## config.mk

```make
export PLATFORM = sky130hd
export DESIGN_NAME = vmac_chain
export DESIGN_NICKNAME = d
export VERILOG_FILES = /design/src/rtl/vmac_pkg.sv /design/src/rtl/vmac_pipe.sv /design/src/rtl/vmac_ctrl.sv /design/src/rtl/vmac_chain.sv
export SDC_FILE = /design/constraint.sdc
export NUM_CORES = 2
export LEC_CHECK = 0
export ABC_AREA = 1
export ABC_CLOCK_PERIOD_IN_PS = 5500
export BUFFER_PORTS_ARGS = -buffer_cell sky130_fd_sc_hd__buf_2
export CAP_MARGIN = 20
export CORE_ASPECT_RATIO = 1.1
export CORE_MARGIN = 2
export CORE_UTILIZATION = 60
export DETAILED_ROUTE_END_ITERATION = 7
export PLACE_DENSITY_LB_ADDON = 0.2
export SLEW_MARGIN = 5
export SYNTH_ARGS = -nofsm -noshare
export SYNTH_HDL_FRONTEND = slang
export SYNTH_SLANG_ARGS = --single-unit
```

## constraint.sdc

```tcl
create_clock -name clk -period 5.5 [get_ports clk]
set_input_delay 0.275 -clock clk [delete_from_list [all_inputs] [get_ports clk]]
set_output_delay 0.275 -clock clk [all_outputs]
set_load 0.01 [all_outputs]
```

## src/rtl/vmac_pkg.sv

```systemverilog
`timescale 1ns/1ps
// Package: shared types and derived cycle totals for the vector multiply-add pipeline.
// Assumes latencies and vector length are small positive integers.
package vmac_pkg;

    typedef enum logic {
        MODE_SERIAL  = 1'b0,
        MODE_FORWARD = 1'b1
    } vmac_mode_e;

    // Cycles from first issue to last write-back when products are forwarded.
    function automatic int fwd_total(int vlen, int mlat, int alat);
        return vlen + mlat + alat;
    endfunction

    // Cycles from first issue to last write-back when adds wait for all products.
    function automatic int ser_total(int vlen, int mlat, int alat);
        return 2 * vlen + mlat + alat;
    endfunction

endpackage

```

## src/rtl/vmac_pipe.sv

```systemverilog
`timescale 1ns/1ps
// Module: fixed-latency pipeline carrying a valid bit and a payload.
// An input presented in cycle t appears at the output in cycle t+LAT.
// Assumes LAT >= 1; payload stages are not reset, only valid bits are.
module vmac_pipe #(
    parameter int LAT = 7,
    parameter int W   = 8
) (
    input  logic         clk,
    input  logic         rst_n,
    input  logic         in_vld,
    input  logic [W-1:0] in_pay,
    output logic         out_vld,
    output logic [W-1:0] out_pay
);
    logic [LAT-1:0] vld;
    logic [W-1:0]   pay [LAT];

    for (genvar g = 0; g < LAT; g++) begin : g_stage
        if (g == 0) begin : g_first
            // Stage 0 captures the incoming element.
            always_ff @(posedge clk) begin
                if (!rst_n) vld[0] <= 1'b0;
                else        vld[0] <= in_vld;
                pay[0] <= in_pay;
            end
        end else begin : g_next
            // Later stages shift the element one step per cycle.
            always_ff @(posedge clk) begin
                if (!rst_n) vld[g] <= 1'b0;
                else        vld[g] <= vld[g-1];
                pay[g] <= pay[g-1];
            end
        end
    end

    assign out_vld = vld[LAT-1];
    assign out_pay = pay[LAT-1];

endmodule

```

## src/rtl/vmac_ctrl.sv

```systemverilog
`timescale 1ns/1ps
// Module: sequencer for the vector multiply-add pipeline.
// Accepts a start while idle and captures mode and predicate.
// Issues multiply indices on consecutive cycles and, in serial mode, issues the add
// indices after the last product. Ends on the last element's write-back slot.
// Assumes the result and product streams come from the datapath pipelines.
module vmac_ctrl
    import vmac_pkg::*;
#(
    parameter int VLEN    = 64,
    parameter int MUL_LAT = 7,
    parameter int ADD_LAT = 6,
    parameter int CW      = 16,
    localparam int IW     = $clog2(VLEN)
) (
    input  logic            clk,
    input  logic            rst_n,
    input  logic            start,
    input  logic            chain_en,
    input  logic [VLEN-1:0] mask_in,
    input  logic            prod_vld,
    input  logic [IW-1:0]   prod_idx,
    input  logic            res_vld,
    input  logic [IW-1:0]   res_idx,
    output logic            run,
    output vmac_mode_e      mode,
    output logic [VLEN-1:0] mask_q,
    output logic            mul_iss,
    output logic [IW-1:0]   mul_idx,
    output logic            add_iss,
    output logic [IW-1:0]   add_idx,
    output logic            done,
    output logic [CW-1:0]   lat
);
    localparam logic [IW-1:0] LAST_IDX  = IW'(VLEN - 1);
    localparam logic [IW:0]   VLEN_C    = (IW+1)'(VLEN);
    localparam logic [CW-1:0] FWD_CYC   = CW'(fwd_total(VLEN, MUL_LAT, ADD_LAT));
    localparam logic [CW-1:0] SER_CYC   = CW'(ser_total(VLEN, MUL_LAT, ADD_LAT));

    logic          run_q, add_ph_q, done_q;
    vmac_mode_e    mode_q;
    logic [IW:0]   mi_q;
    logic [IW-1:0] ai_q;
    logic [CW-1:0] cnt_q, lat_q;

    assign mul_iss = run_q && (mi_q < VLEN_C);
    assign mul_idx = mi_q[IW-1:0];

    // Sequencing of start capture, issue counters, cycle count and completion.
    always_ff @(posedge clk) begin
        if (!rst_n) begin
            run_q    <= 1'b0;
            mode_q   <= MODE_SERIAL;
            mask_q   <= '0;
            add_ph_q <= 1'b0;
            mi_q     <= '0;
            ai_q     <= '0;
            cnt_q    <= '0;
            lat_q    <= '0;
            done_q   <= 1'b0;
        end else begin
            done_q <= 1'b0;
            if (!run_q) begin
                if (start) begin
                    run_q    <= 1'b1;
                    mode_q   <= vmac_mode_e'(chain_en);
                    mask_q   <= mask_in;
                    add_ph_q <= 1'b0;
                    mi_q     <= '0;
                    ai_q     <= '0;
                    cnt_q    <= '0;
                end
            end else begin
                cnt_q <= cnt_q + 1'b1;
                if (mul_iss) mi_q <= mi_q + 1'b1;
                if (mode_q == MODE_SERIAL && prod_vld && prod_idx == LAST_IDX)
                    add_ph_q <= 1'b1;
                if (add_ph_q) begin
                    if (ai_q == LAST_IDX) add_ph_q <= 1'b0;
                    else                  ai_q     <= ai_q + 1'b1;
                end
                if (res_vld && res_idx == LAST_IDX) begin
                    run_q  <= 1'b0;
                    done_q <= 1'b1;
                    lat_q  <= cnt_q + 1'b1;
                end
            end
        end
    end

    assign run     = run_q;
    assign mode    = mode_q;
    assign add_iss = add_ph_q;
    assign add_idx = ai_q;
    assign done    = done_q;
    assign lat     = lat_q;

    // mode and predicate hold for the whole operation.
    a_r7_capture_hold: assert property (@(posedge clk) disable iff (!rst_n)
        run_q && $past(run_q) |-> $stable(mode_q) && $stable(mask_q));
    // in serial mode no add is issued while multiplies are still issuing.
    a_r3_no_overlap: assert property (@(posedge clk) disable iff (!rst_n)
        (mode_q == MODE_SERIAL) && add_ph_q |-> !mul_iss);
    // completion is a single-cycle pulse taken while idle.
    a_r5_done_pulse: assert property (@(posedge clk) disable iff (!rst_n)
        done_q |=> !done_q);
    a_r5_done_idle: assert property (@(posedge clk) disable iff (!rst_n)
        done_q |-> !run_q);
    // reported total matches the mode's cycle budget.
    a_r5_lat_value: assert property (@(posedge clk) disable iff (!rst_n)
        done_q |-> lat_q == ((mode_q == MODE_FORWARD) ? FWD_CYC : SER_CYC));
    // multiply indices advance by one on consecutive issue cycles.
    a_r6_issue_step: assert property (@(posedge clk) disable iff (!rst_n)
        mul_iss && $past(mul_iss) |-> mul_idx == ($past(mul_idx) + 1'b1));

endmodule

```

## src/rtl/vmac_chain.sv

```systemverilog
`timescale 1ns/1ps
// Module: top of the vector multiply-add pipeline with optional element forwarding.
// The product of each element travels MUL_LAT cycles, then the add travels ADD_LAT cycles.
// Forwarded mode feeds products straight to the adder. Serial mode buffers all VLEN
// products first. Disabled elements keep their slot but their write strobe stays low.
// Assumes operand read data returns combinationally in the cycle of the read index.
module vmac_chain
    import vmac_pkg::*;
#(
    parameter int VLEN    = 64,
    parameter int DW      = 16,
    parameter int MUL_LAT = 7,
    parameter int ADD_LAT = 6,
    parameter int CW      = 16,
    localparam int IW     = $clog2(VLEN)
) (
    input  logic            clk,
    input  logic            rst_n,
    input  logic            start,
    input  logic            chain_en,
    input  logic [VLEN-1:0] mask,
    output logic            busy,
    output logic            mul_rd_en,
    output logic [IW-1:0]   mul_rd_idx,
    input  logic [DW-1:0]   mul_a,
    input  logic [DW-1:0]   mul_b,
    output logic            add_rd_en,
    output logic [IW-1:0]   add_rd_idx,
    input  logic [DW-1:0]   add_c,
    output logic            wr_en,
    output logic [IW-1:0]   wr_idx,
    output logic [DW-1:0]   wr_data,
    output logic            done,
    output logic [CW-1:0]   lat_cycles
);
    localparam int PW = 1 + IW + DW;

    logic            run, mul_iss, add_iss;
    vmac_mode_e      mode;
    logic [VLEN-1:0] mask_q;
    logic [IW-1:0]   mul_idx, add_idx;

    logic            p_vld, r_vld;
    logic [PW-1:0]   p_pay, r_pay;
    logic            p_mask, r_mask;
    logic [IW-1:0]   p_idx, r_idx;
    logic [DW-1:0]   p_data, r_sum;

    logic            a_vld, a_mask;
    logic [IW-1:0]   a_idx;
    logic [DW-1:0]   a_prod, prod_now, sum_now;
    logic [DW-1:0]   prod_buf [VLEN];

    vmac_ctrl #(.VLEN(VLEN), .MUL_LAT(MUL_LAT), .ADD_LAT(ADD_LAT), .CW(CW)) u_ctrl (
        .clk(clk), .rst_n(rst_n), .start(start), .chain_en(chain_en), .mask_in(mask),
        .prod_vld(p_vld), .prod_idx(p_idx), .res_vld(r_vld), .res_idx(r_idx),
        .run(run), .mode(mode), .mask_q(mask_q),
        .mul_iss(mul_iss), .mul_idx(mul_idx), .add_iss(add_iss), .add_idx(add_idx),
        .done(done), .lat(lat_cycles)
    );

    assign prod_now = mul_a * mul_b;

    vmac_pipe #(.LAT(MUL_LAT), .W(PW)) u_mul (
        .clk(clk), .rst_n(rst_n),
        .in_vld(mul_iss), .in_pay({mask_q[mul_idx], mul_idx, prod_now}),
        .out_vld(p_vld), .out_pay(p_pay)
    );
    assign {p_mask, p_idx, p_data} = p_pay;

    // Park products for serial mode until the whole multiply has drained.
    always_ff @(posedge clk) begin
        if (p_vld && mode == MODE_SERIAL) prod_buf[p_idx] <= p_data;
    end

    // Select the adder's source: live product stream or the parked buffer.
    always_comb begin
        if (mode == MODE_FORWARD) begin
            a_vld  = p_vld;
            a_idx  = p_idx;
            a_mask = p_mask;
            a_prod = p_data;
        end else begin
            a_vld  = add_iss;
            a_idx  = add_idx;
            a_mask = mask_q[add_idx];
            a_prod = prod_buf[add_idx];
        end
    end

    assign sum_now = a_prod + add_c;

    vmac_pipe #(.LAT(ADD_LAT), .W(PW)) u_add (
        .clk(clk), .rst_n(rst_n),
        .in_vld(a_vld), .in_pay({a_mask, a_idx, sum_now}),
        .out_vld(r_vld), .out_pay(r_pay)
    );
    assign {r_mask, r_idx, r_sum} = r_pay;

    assign busy       = run;
    assign mul_rd_en  = mul_iss;
    assign mul_rd_idx = mul_idx;
    assign add_rd_en  = a_vld;
    assign add_rd_idx = a_idx;
    assign wr_en      = r_vld && r_mask;
    assign wr_idx     = r_idx;
    assign wr_data    = r_sum;

    // a write only happens for an element whose captured predicate bit is set.
    a_r4_wr_masked: assert property (@(posedge clk) disable iff (!rst_n)
        wr_en |-> mask_q[wr_idx]);
    // write-back slots leave the adder in ascending element order.
    a_r2_wb_order: assert property (@(posedge clk) disable iff (!rst_n)
        r_vld && $past(r_vld) |-> r_idx == ($past(r_idx) + 1'b1));
    // no write strobe outside an operation.
    a_r8_wr_busy: assert property (@(posedge clk) disable iff (!rst_n)
        wr_en |-> busy);
    // multiply reads only while an operation runs.
    a_r6_rd_busy: assert property (@(posedge clk) disable iff (!rst_n)
        mul_rd_en |-> busy);

endmodule

```

## Yosys cells after proc, flatten, opt, wreduce, memory -nomap -nowiden

Memory sizes are Yosys's and may differ from the RTL's. A register that Yosys moved wholly into a read port is not among the register bits.
Index checks and enable logic that the tools add are counted.

| word-level totals | value |
|---|---|
| logic and storage cells | 82 |
| RAM bits | 1,323 |
| register bits after elaboration | 126 |
| memories | 3 |
| bits of input ports | 116 |
| output and inout port bits | 55 |

Memories:

| memory | words | width | read ports | clocked after memory_dff | wr ports | RTL line | text |
|---|---|---|---|---|---|---|---|
| prod_buf | 64 | 16 | 1 | 1 | 1 | vmac_chain.sv:52 | `logic [DW-1:0] prod_buf [VLEN];` |
| u_mul.pay | 7 | 23 | 7 | 0 | 7 | vmac_pipe.sv:17 | `logic [W-1:0] pay [LAT];` |
| u_add.pay | 6 | 23 | 6 | 0 | 6 | vmac_pipe.sv:17 |  |

| cells by class | value |
|---|---|
| order comparisons | 3 |
| add/subtract/negate cells | 4 |
| bitwise logic cells | 2 |
| multipliers | 1 |
| reduce and logical (&&, ||, !) cells | 11 |
| eq/ne operators | 6 |
| mux-type cells | 30 |

Operators by type and width:

| cell | count |
|---|---|
| $mux W16 | 3 |
| $mux W6 | 7 |
| $mux W7 | 3 |
| $eq A6 B6 Y1 const B | 3 |
| $add A16 B1 Y16 const B | 1 |
| $add A16 B16 Y16 | 1 |
| $mul A16 B16 Y16 | 1 |
| $mux W1 | 15 |
| $lt A6 B7 Y1 const B | 2 |
| $bmux W1 S6 | 2 |
| $reduce_and A2 Y1 | 4 |
| $add A7 B1 Y7 const B | 1 |
| $lt A7 B7 Y1 const B | 1 |
| $add A6 B1 Y6 const B | 1 |
| $logic_and A1 B1 Y1 | 5 |
| $ne A2 B2 Y1 const B | 2 |
| $reduce_and A3 Y1 | 1 |
| $ne A2 B1 Y1 const B | 1 |
| $not A1 Y1 | 2 |
| $reduce_bool A2 Y1 | 1 |

## Depth between registers and ports, before layout

| depth | value |
|---|---|
| word-level depth | 7 |
| mapped depth | 25 |
| mapped depth without buffers | 23 |

## By module

A second synthesis with hierarchy kept.

| second synthesis, totals | value |
|---|---|
| cells, all modules | 5,043 |
| area, all modules | 57,587.7 sq um |

By module, submodules not included:

| module | area an instance (sq um) | cells each | times used | seq. area each (sq um) |
|---|---|---|---|---|
| vmac_chain | 46,782.4 | 4,123 | 1 | 30,749.5 |
| vmac_ctrl | 4,461.8 | 582 | 1 | 2,262.2 |
| vmac_pipe at u_mul | 3,415.8 | 182 | 1 | 3,363.2 |
| vmac_pipe at u_add | 2,927.8 | 156 | 1 | 2,882.8 |

## Worst setup path before layout

Ideal clock, no wire load.

| path | value |
|---|---|
| path kind | input -> register |
| from | input mul_b[1] |
| to | memory u_mul.pay[0][14] (netlist bit) |
| required time | 5,382 ps |
| data arrival time | 4,676 ps |
| slack | 705 ps |
| stages | 18 |
| path through | clkbuf_1 nand2_1 fa_1 fa_1 fa_1 fa_1 inv_1 fa_1 inv_1 fa_1 inv_1 ha_1 nand2_1 o21ai_0 nand2_1 nand2_1 a21oi_1 xnor2_1 |

RTL lines:

| item | RTL line | text |
|---|---|---|
| start: declaration | vmac_chain.sv:26 | `input logic [DW-1:0] mul_b,` |
| end: declaration | vmac_pipe.sv:17 |  |

==> results.ini <==
[floorplan]
pin_count = 171
chipHeight_um = 329
die_footprint_sq_um = 98800
floorplan.rows = 119
die_x_um = 300
design.core.area_sq_um = 95600
floorplan.initialDensity = 0.604

[synthesis]
post_synth_instance_area_sq_um = 57800
postSynthCellCount = 5057
post_synth_net_total = 5321
async_reset_ff_frac = 0
synth_ff_type = edfxtp_1
synth.yosys.warnings = 0
postSynthRegisterBits = 1455
mean_instance_size_in_the_synthesized_netlist_sq_um = 11.4
synthDistinctLibCells = 46
synth.largest_area_cell = edfxtp_1
synth_largest_type_area_fraction = 0.532
seq_area_frac_synth = 0.682
synth_edf_count = 1024
synth_top_cells_by_area = edfxtp_1, dfxtp_1, o21ai_0

[clock_tree]
cts.clk_slew.worst_paths_ns = 0.06
cts_tree = built
cts_inserted_buffers = 142
h_tree_levels = 4
clock-sinks = 1455
root_buffer = clkbuf_16
clock_insertion_delay_worst_skew_ns = 0.75
max-clock-path-buffers = 3

[sta]
finalCriticalPeriod_ns = 4.61
period_share = 0.839
max-slew-margin-rel = 0.303
rsz0062_at_grt = false
setup_tns_ns = 0
setup-violations-final = 0
holdWs_ns = 0.132
final_max_slew_viol_count = 0
maxClockFrequency_mhz = 217
final.setup_skew_ns = 0.0373
tightest_slew_ns = 1.05
finalHoldViolations = 0

[worst_setup_path]
worst-r2r-cell-count = 19
cp-end-kind = flip-flop
required_ns = 6.18
critical_path_arrival_ns = 5.29
setup.reg_to_reg.worst_slack_ns = 0.89
crit_fanout = 35
worst_setup_path_start_kind = flip-flop
cp_class = reg -> reg
crit-reg2reg-capture = u_add.pay[0][12]

[power]
total_switching_power_mw = 6.92
ir_drop_mv = 0.455
comb_power_share = 0.134
power.density_cell_area_nw_per_um2 = 412
share_seq_of_total_power = 0.505
power.leakage_nw = 24.7
sw_frac_of_total = 0.257
power.total_mw = 27.0
clkPwrFrac = 0.361
power.internal_mw = 20.0

[route]
routed-via-count = 39700
wl_per_cell_um = 22.3
first_drt_pass_iteration_count = 6
routed_wire_length_um = 148000
route.detailed.drc = 0
via_per_inst = 5.96
drt_iter0_drc = 4794
antenna_left = 0

[worst_hold_path]
hold-path-endpoint = u_mul.pay[0][1]
hp-class = in -> reg
worst_hold_path.num_cells = 4
hold_path_startpoint = mul_b[1]

[outcome]
outcome = finished, final reports clean

[finish]
antenna_cells_inserted = 0
areaGrowthSynthToFinish_pct = 13.4
final_net_count = 5535
postLayoutCellArea_sq_um = 65500
fill_count = 6850
multi_input_comb_area_sq_um = 15600
ff_latch_area_sq_um = 39400
layout-drive-gt1-share = 0.105

[placement]
io_buffers = 170
postPlaceCellArea_sq_um = 59900
final_weighted_congestion_of_routability_driven_global_placement = 0.924
place_hpwl_um = 87200

[flow_run]
drv.max_cap_violation_count = 0

[global_routing]
grt_first_pass_wirelength_um = 224000
grt_max_degree = 129
number_of_global_route_vias_before_repair = 38400
antenna_found_initial = 1
globalRoute.totalOverflow = 0
grt_usage = 0.299

[cell usage after synthesis, types with 58 or more instances]
cell type and n:
a21oi_1 132, buf_2 58, clkbuf_1 188, dfxtp_1 431, edfxtp_1 1024, fa_1 81
ha_1 67, inv_1 319, nand2_1 662, nand3_1 298, nor2_1 666, o21ai_0 600
o22ai_1 248
[through the flow]
stage,instances,util,setup WS (ns)
global placement,6311,0.627,0.498
detailed placement,6311,0.627,0.482
global route,6657,0.685,0.596
CTS,6654,0.685,0.943
finish,6657,0.685,0.887
floorplan,5057,-,0.705
[cell usage in the layout, fill, tap and decap left out, drive strengths merged, types with 47 or more instances in the layout]
cell type and count:
dfxtp 431, ha 67, nor2 667, edfxtp 1024, buf 314, fa 81
nand3 298, nand2 662, clkbuf 186, o21ai 640, clkinv 47, o22ai 248
a21oi 132, dlygate4sd3 84, inv 332
[registers in the layout, indices dropped and copies added, names as in the netlist, named ones only]
register / count
u_ctrl.run: 1
u_ctrl.mask_q: 64
u_ctrl.cnt_q: 16
u_add.vld: 5
u_ctrl.mi_q: 7
u_ctrl.add_iss: 1
u_ctrl.done: 1
u_mul.out_vld: 1
u_mul.vld: 6
u_ctrl.lat: 16
u_ctrl.add_idx: 6
u_mul.pay: 161
u_ctrl.mode: 1
prod_buf: 1024
u_add.out_vld: 1
u_add.pay: 138
[per-layer routing]
| layer | wire length [um] | vias to the layer above | GRT usage | part of all wire |
|---|---|---|---|---|
| met4 | 6260 | 2 | 0.137 | 0.042 |
| met3 | 13800 | 317 | 0.0499 | 0.093 |
| li1 | - | 18000 | - | - |
| met1 | 56600 | 19300 | 0.398 | 0.38 |
| met2 | 71600 | 2090 | 0.487 | 0.48 |
| met5 | 10 | - | 0 | 0.000067 |
[worst max-delay path, stage by stage, from the launching register on]
cell,delay (ns)
dfxtp_4,0.53
inv_6,0.34
buf_4,0.43
o21ai_0,0.16
o22ai_1,0.18
nand2_1,0.07
nand3_1,0.19
nand3_1,0.20
a21oi_1,0.25
o21ai_1,0.15
nand2_1,0.18
ha_1,0.19
inv_1,0.07
fa_1,0.42
o21ai_1,0.21
a21boi_1,0.16
o21ai_1,0.20
a21boi_0,0.18
o21ai_1,0.18
xor2_1,0.17
[layout make-up]
type                    count  area share
clock buffers             186      0.0595
clock inverters            74      0.0126
inverters                 322      0.0188
multi-input cells        2952       0.238
flip-flops and latches   1455       0.602
well taps                1270      0.0243
repair buffers            398      0.0453
[worst max path at each step]
| stage | from | end | slack (ns) | cells after the start |
|---|---|---|---|---|
| after floorplan | mul_b[1] | u_mul.pay[0][14] | 0.71 | 18 |
| after global placement | mul_b[1] | u_mul.pay[0][14] | 0.50 | 18 |
| after detailed placement | mul_b[1] | u_mul.pay[0][15] | 0.48 | 20 |
| after CTS | flip-flop | u_add.pay[0][12] | 0.94 | 19 |
| after global routing | flip-flop | u_add.pay[0][12] | 0.60 | 19 |
| final | flip-flop | u_add.pay[0][12] | 0.89 | 19 |
[kinds of logic (layout without fill, tap and decap cells)]
| kind of cell | after synthesis | after routing | share of synthesized area |
|---|---|---|---|
| adders and majority gates | 148 | 148 | 0.0426 |
| DFF | 1455 | 1455 | 0.682 |
| and+or+nand+nor | 1668 | 1668 | 0.116 |
| buffers and inverters | 650 | 980 | 0.0488 |
| AOI/OAI and AO/OA | 1085 | 1085 | 0.103 |
| xor gates and xnor gates | 51 | 51 | 0.00773 |
[power by group through the flow]
| stage | registers, mW | clock network [mW] | logic (mW) |
|---|---|---|---|
| floorplan | 14.2 | 0 | 1.85 |
| global placement | 13.8 | 0 | 3.44 |
| detailed placement | 13.8 | 0 | 3.52 |
| CTS | 13.6 | 9.82 | 3.58 |
| global route | 13.7 | 10.2 | 4.05 |
| finish | 13.6 | 9.74 | 3.61 |
[timing repair]
item,in CTS,in global routing
hold endpoints to repair,82,4
hold buffers,83,1
resized for setup,0,0
setup buffers,0,0
setup endpoints to repair,0,0
No activity file was read; power rests on OpenSTA's default activity.
